`src/rtl/txmb_pkg.sv`:
```
package txmb_pkg;
  localparam int unsigned TXMB_NUM    = 8;
  localparam int unsigned TXMB_HDR_W  = 32;
  localparam int unsigned TXMB_PRIO_W = 3;
endpackage

```
`src/rtl/txmb_store.sv`:
```
module txmb_store #(
  parameter int unsigned NUM_MB = txmb_pkg::TXMB_NUM,
  parameter int unsigned HDR_W  = txmb_pkg::TXMB_HDR_W,
  parameter int unsigned PRIO_W = txmb_pkg::TXMB_PRIO_W,
  localparam int unsigned IDX_W = $clog2(NUM_MB)
) (
  input  logic                      clk,
  input  logic                      rst,
  input  logic                      wr_en,
  input  logic [IDX_W-1:0]          wr_idx,
  input  logic [HDR_W-1:0]          wr_hdr,
  input  logic [PRIO_W-1:0]         wr_prio,
  input  logic                      wr_act,
  input  logic                      lock_en,
  input  logic [IDX_W-1:0]          lock_idx,
  input  logic                      retire_en,
  input  logic [IDX_W-1:0]          retire_idx,
  output logic [NUM_MB-1:0]         act,
  output logic [NUM_MB*HDR_W-1:0]   hdr_flat,
  output logic [NUM_MB*PRIO_W-1:0]  prio_flat
);
  // One register slot per mailbox: all headers feed the comparator at once.
  for (genvar g = 0; g < NUM_MB; g++) begin : g_slot
    logic [HDR_W-1:0]  hdr_q;
    logic [PRIO_W-1:0] prio_q;
    logic              act_q;
    logic              hit;
    logic              locked;

    assign locked = lock_en && (lock_idx == IDX_W'(g));
    assign hit    = wr_en && (wr_idx == IDX_W'(g)) && !locked;

    always_ff @(posedge clk) begin
      if (rst) begin
        hdr_q  <= '0;
        prio_q <= '0;
        act_q  <= 1'b0;
      end else if (hit) begin
        hdr_q  <= wr_hdr;
        prio_q <= wr_prio;
        act_q  <= wr_act;
      end else if (retire_en && (retire_idx == IDX_W'(g))) begin
        act_q  <= 1'b0;
      end
    end

    assign act[g]                       = act_q;
    assign hdr_flat[g*HDR_W +: HDR_W]   = hdr_q;
    assign prio_flat[g*PRIO_W +: PRIO_W] = prio_q;
  end
endmodule

```
`src/rtl/txmb_pick.sv`:
```
module txmb_pick #(
  parameter int unsigned NUM_MB = txmb_pkg::TXMB_NUM,
  parameter int unsigned HDR_W  = txmb_pkg::TXMB_HDR_W,
  parameter int unsigned PRIO_W = txmb_pkg::TXMB_PRIO_W,
  localparam int unsigned IDX_W = $clog2(NUM_MB),
  localparam int unsigned KEY_W = PRIO_W + HDR_W
) (
  input  logic [NUM_MB-1:0]         act,
  input  logic [NUM_MB*HDR_W-1:0]   hdr_flat,
  input  logic [NUM_MB*PRIO_W-1:0]  prio_flat,
  input  logic                      order_by_hdr,
  input  logic                      prio_en,
  output logic                      found,
  output logic [IDX_W-1:0]          win
);
  logic [KEY_W-1:0] key [NUM_MB];

  // Index mode gives every mailbox the same key, so only the index decides.
  for (genvar g = 0; g < NUM_MB; g++) begin : g_key
    logic [PRIO_W-1:0] p;
    assign p      = prio_en ? prio_flat[g*PRIO_W +: PRIO_W] : '0;
    assign key[g] = order_by_hdr ? {p, hdr_flat[g*HDR_W +: HDR_W]} : '0;
  end

  logic [KEY_W-1:0] best;

  always_comb begin
    found = 1'b0;
    win   = '0;
    best  = '0;
    // Ascending scan with strict compare: on a tie the lower index stays.
    for (int i = 0; i < NUM_MB; i++) begin
      if (act[i] && (!found || (key[i] < best))) begin
        found = 1'b1;
        win   = IDX_W'(i);
        best  = key[i];
      end
    end
  end
endmodule

```
`src/rtl/txmb_flags.sv`:
```
module txmb_flags #(
  parameter int unsigned NUM_MB = txmb_pkg::TXMB_NUM
) (
  input  logic              clk,
  input  logic              rst,
  input  logic [NUM_MB-1:0] set_vec,
  input  logic              clr_en,
  input  logic [NUM_MB-1:0] clr_mask,
  output logic [NUM_MB-1:0] flags,
  output logic              irq
);
  logic [NUM_MB-1:0] flags_nxt;

  // Setting takes precedence over a clear of the same bit.
  assign flags_nxt = (flags & ~(clr_en ? clr_mask : '0)) | set_vec;

  always_ff @(posedge clk) begin
    if (rst) begin
      flags <= '0;
      irq   <= 1'b0;
    end else begin
      flags <= flags_nxt;
      irq   <= |flags_nxt;
    end
  end
endmodule

```
`src/rtl/txmb_arbiter.sv`:
```
module txmb_arbiter #(
  parameter int unsigned NUM_MB = txmb_pkg::TXMB_NUM,
  parameter int unsigned HDR_W  = txmb_pkg::TXMB_HDR_W,
  parameter int unsigned PRIO_W = txmb_pkg::TXMB_PRIO_W,
  localparam int unsigned IDX_W = $clog2(NUM_MB)
) (
  input  logic               clk,
  input  logic               rst,
  input  logic               order_by_hdr,
  input  logic               prio_en,
  input  logic               wr_en,
  input  logic [IDX_W-1:0]   wr_idx,
  input  logic [HDR_W-1:0]   wr_hdr,
  input  logic [PRIO_W-1:0]  wr_prio,
  input  logic               wr_act,
  input  logic               clr_en,
  input  logic [NUM_MB-1:0]  clr_mask,
  input  logic               tx_rdy,
  input  logic               tx_done,
  output logic               tx_valid,
  output logic [IDX_W-1:0]   tx_idx,
  output logic [HDR_W-1:0]   tx_hdr,
  output logic [NUM_MB-1:0]  done_flags,
  output logic               irq
);
  logic [NUM_MB-1:0]        act;
  logic [NUM_MB*HDR_W-1:0]  hdr_flat;
  logic [NUM_MB*PRIO_W-1:0] prio_flat;
  logic                     found;
  logic [IDX_W-1:0]         win;
  logic                     retire;
  logic                     launch;
  logic                     lock_en;
  logic [IDX_W-1:0]         lock_idx;
  logic [NUM_MB-1:0]        set_vec;

  assign retire   = tx_valid && tx_done;
  assign launch   = !tx_valid && tx_rdy && found;
  // Protect the slot being latched or sent; release it in the retire cycle.
  assign lock_en  = (tx_valid && !tx_done) || launch;
  assign lock_idx = tx_valid ? tx_idx : win;
  assign set_vec  = retire ? (NUM_MB'(1) << tx_idx) : '0;

  txmb_store #(.NUM_MB(NUM_MB), .HDR_W(HDR_W), .PRIO_W(PRIO_W)) u_store (
    .clk        (clk),
    .rst        (rst),
    .wr_en      (wr_en),
    .wr_idx     (wr_idx),
    .wr_hdr     (wr_hdr),
    .wr_prio    (wr_prio),
    .wr_act     (wr_act),
    .lock_en    (lock_en),
    .lock_idx   (lock_idx),
    .retire_en  (retire),
    .retire_idx (tx_idx),
    .act        (act),
    .hdr_flat   (hdr_flat),
    .prio_flat  (prio_flat)
  );

  txmb_pick #(.NUM_MB(NUM_MB), .HDR_W(HDR_W), .PRIO_W(PRIO_W)) u_pick (
    .act          (act),
    .hdr_flat     (hdr_flat),
    .prio_flat    (prio_flat),
    .order_by_hdr (order_by_hdr),
    .prio_en      (prio_en),
    .found        (found),
    .win          (win)
  );

  txmb_flags #(.NUM_MB(NUM_MB)) u_flags (
    .clk      (clk),
    .rst      (rst),
    .set_vec  (set_vec),
    .clr_en   (clr_en),
    .clr_mask (clr_mask),
    .flags    (done_flags),
    .irq      (irq)
  );

  always_ff @(posedge clk) begin
    if (rst) begin
      tx_valid <= 1'b0;
      tx_idx   <= '0;
      tx_hdr   <= '0;
    end else if (retire) begin
      tx_valid <= 1'b0;
    end else if (launch) begin
      tx_valid <= 1'b1;
      tx_idx   <= win;
      tx_hdr   <= hdr_flat[win*HDR_W +: HDR_W];
    end
  end
endmodule

```
`config.mk`:
```
export PLATFORM = sky130hd
export DESIGN_NAME = txmb_arbiter
export DESIGN_NICKNAME = d
export VERILOG_FILES = /design/src/rtl/txmb_pkg.sv /design/src/rtl/txmb_store.sv /design/src/rtl/txmb_pick.sv /design/src/rtl/txmb_flags.sv /design/src/rtl/txmb_arbiter.sv
export SDC_FILE = /design/constraint.sdc
export NUM_CORES = 1
export LEC_CHECK = 0
export ABC_AREA = 0
export BUFFER_PORTS_ARGS = -buffer_cell sky130_fd_sc_hd__buf_2
export CAP_MARGIN = 20
export CORE_MARGIN = 4
export CORE_UTILIZATION = 50
export CTS_BUF_LIST = sky130_fd_sc_hd__clkbuf_4
export CTS_CLUSTER_DIAMETER = 100
export DETAILED_ROUTE_END_ITERATION = 10
export GPL_TIMING_DRIVEN = 0
export PLACE_DENSITY = 0.67
export RECOVER_POWER = 25
export SYNTH_ARGS = -nofsm -noshare
export SYNTH_HDL_FRONTEND = slang
export SYNTH_SLANG_ARGS = --single-unit
```
`constraint.sdc`:
```
create_clock -name clk -period 43.5 [get_ports clk]
set_clock_uncertainty 0.1 [all_clocks]
set_input_delay 8.7 -clock clk [delete_from_list [all_inputs] [get_ports clk]]
set_output_delay 8.7 -clock clk [all_outputs]
set_load 0.005 [all_outputs]
```
==> flow_summary.yaml <==
sta:
  hold_violations: 0
  worst_slew_pin_slew_ns: 1.39
  tns_ns: 0
  min_period_ns: 41.58
  slew_viol_final: 0
  hold_ws_ns: 0.359
  max_freq_mhz: 24.0
  max_slew_margin: 0.0603
  period_share: 0.956
  finalSetupViolations: 0
  rsz0062_at_grt: "no"
  worst_slack_ns: 1.92
synth:
  synthArstFlopShare: 0
  synth_ff_type: "dfxtp_1"
  ys_top_cells_by_area: "dfxtp_1 27%, ha_1 12%, mux2i_1 12%"
  yosysSeqAreaShare: 0.269
  yosysWarnings: 0
  syn-cell-area_um2: 24700
  synthTopCellsByCount: "611 x nand2_1, 333 x dfxtp_1, 289 x mux2i_1"
  synth_top_area_cell: "dfxtp_1"
  synth_cell_types: 79
  synth-seq-cells: 333
  yosys.area.top_type_share: 0.269
  yosysMostFrequentCell: "nand2_1"
  synth_cells: 3117
  synthesis.nets: 3410
  synth.avg_cell_area_um2: 7.94
  synth_edf_count: 0
power_and_ir_drop:
  p_leak_nw: 12.7
  power.total_mw: 0.810
  power_density_nw_per_um2: 29.8
  max-vdd-ir-drop_mv: 0.0277
worst_setup_path:
  crit_path_top_delay_cell: "nor4b_1"
  end_kind: "flip-flop"
  cp_data_required_time_ns: 44.14
  slowest_delay_ns: 1.15
  crit_top_cell: "clkbuf_1"
  startpoint_type: "input pin"
  path_max_fanout: 10
  crit_type: "input pin to flip-flop"
  critPathArrivalTime_ns: 42.22
finish:
  drive_gt1_frac: 0.105
  area_growth_pct: 10.0
  seq_area_um2: 6670
  fin_area_um2: 27200
  fill_cells: 4801
  finalNonFillerCells: 4057
  nNetsFinal: 3611
  multi_input_area_um2: 16800
  final_core_util: 0.556
placed_design:
  pre_cts_ws_ns: 4.07
  globalplace.congestion: 1.02
  dp.cells: 3877
  portBuffers: 96
  placed_area_um2: 26000
  dp_hpwl_um: 87700
global_route:
  antenna_found_initial: 4
  first_global_vias: 25000
  gr-total-overflow: 0
  grt_use_total: 0.392
  grt_first_pass_wirelength_um: 155000
  grt_max_degree: 14
clocking:
  clock_latency_ns: 0.93
  cts-root-buf: "clkbuf_4"
  cts_tree: "yes"
  htree_num_levels: 3
  cts_resized: 0
  cts_setup_buffers: 0
  clkTransAtPathRegs_ns: 0.07
  cts_buffer_depth: 3
  ctsHoldBuffers: 0
  cts_made_buffers: 98
  numClockSinks: 333
route:
  vias: 25900
  routed_wl_um: 109000
  drc: 0
  wl_per_cell_um: 26.8
  viasPerCell: 6.39
  first_pass_iters: 6
  drt_iter0_markers: 2847
  postRouteAntennaNets: 0
floorplanning:
  row_count: 81
  coreArea_um2: 49000
  die_x_um: 230
  initial_core_util: 0.505
  fp.dieH_um: 230
  io_pins: 100
  die_area_um2: 53100
status:
  status: "complete, no violations"
run:
  maxCapViolCount: 0
min_path:
  hp-class: "flip-flop to flip-flop"
==> report_power, final <==
group	switching (mW)	total [mW]	leakage (nW)	internal [mW]
registers	0.0115	0.328	2.70	0.316
logic	0.121	0.171	9.34	0.0497
clock network	0.156	0.312	0.712	0.156
==> final timing paths <==
| path | from | to | slack [ns] | cells past startpoint |
|---|---|---|---|---|
| setup / recovery | order_by_hdr | tx_hdr[14]$_SDFFE_PP0P_ | 1.92 | 94 |
| hold / removal | u_store.g_slot[6].prio_q[2]$_SDFFE_PP0P_ | u_store.g_slot[6].prio_q[2]$_SDFFE_PP0P_ | 0.36 | 2 |
| setup reg to reg | u_store.g_slot[0].act_q$_SDFFE_PP0P_ | tx_hdr[14]$_SDFFE_PP0P_ | 10.64 | 91 |
| hold reg to reg | u_store.g_slot[6].prio_q[2]$_SDFFE_PP0P_ | u_store.g_slot[6].prio_q[2]$_SDFFE_PP0P_ | 0.36 | 2 |
==> state kept, by name (all words and copies together) (netlist names) <==
name	count
tx_valid	1
u_store.g_slot.act_q	8
tx_hdr	32
u_flags.flags	8
u_store.g_slot.prio_q	24
tx_idx	3
u_flags.irq	1
u_store.g_slot.hdr_q	256
==> worst max-delay path, delay by kind of cell <==
kind | cells | cell delay, ns
buf+inv | 21 | 10.58
mux | 2 | 0.90
simple gates | 29 | 9.50
fa+ha+maj | 7 | 2.30
compound gates | 35 | 10.12
==> cell usage in the layout, fill, tap and decap left out, types with 8 or more instances in the layout <==
cell type and instances:
nor3_1 19, a2111oi_0 19, clkbuf_1 199, o211ai_1 8
nand3_1 115, nand2_1 611, o21ai_0 115, a22oi_1 28
o21a_1 74, a21oi_1 116, buf_2 78, dfxtp_1 333
nand2b_1 8, inv_1 87, a311o_1 22, nor4_1 8
or2_2 34, mux2_2 51, and3_1 18, mux2i_1 289
a221o_1 28, clkbuf_4 137, a211oi_1 37, buf_6 8
a221oi_1 8, and2_1 185, a31o_2 14, buf_4 13
ha_1 238, buf_1 10, a31oi_1 34, o31ai_1 48
clkinv_1 24, a21o_1 36, nand4_1 45, nor2_1 175
==> final cells by class <==
class | count | area share
diodes | 7 | 0.000644
plain buffers | 210 | 0.0333
clock buffers | 137 | 0.0378
clock inverters | 31 | 0.00648
inverters | 87 | 0.0120
multi-input cells | 2487 | 0.617
flip-flops and latches | 333 | 0.245
well taps | 664 | 0.0305
repair buffers | 101 | 0.0173
==> cells by family (layout without fill, tap and decap cells) <==
kind of cell / count (synthesis) / count (layout) / synth area share
AND/OR/NAND/NOR: 1258 / 1258 / 0.234
buffers and inverters: 297 / 566 / 0.0516
adder cells (fa/ha/maj): 238 / 238 / 0.120
other: 0 / 7 / 0
flip-flops: 333 / 333 / 0.269
multiplexers: 341 / 341 / 0.141
AO/OA/AOI/OAI: 650 / 650 / 0.184
==> routing by layer <==
| metal | routed length, um | track usage | part of all wire | vias up |
|---|---|---|---|---|
| li1 | - | - | - | 11600 |
| met1 | 42900 | 0.502 | 0.39 | 12400 |
| met3 | 10700 | 0.0774 | 0.098 | 381 |
| met2 | 47600 | 0.613 | 0.44 | 1562 |
| met5 | 8 | 0 | 0.000074 | - |
| met4 | 7710 | 0.235 | 0.071 | 2 |
(Power assumes the default switching activity.)
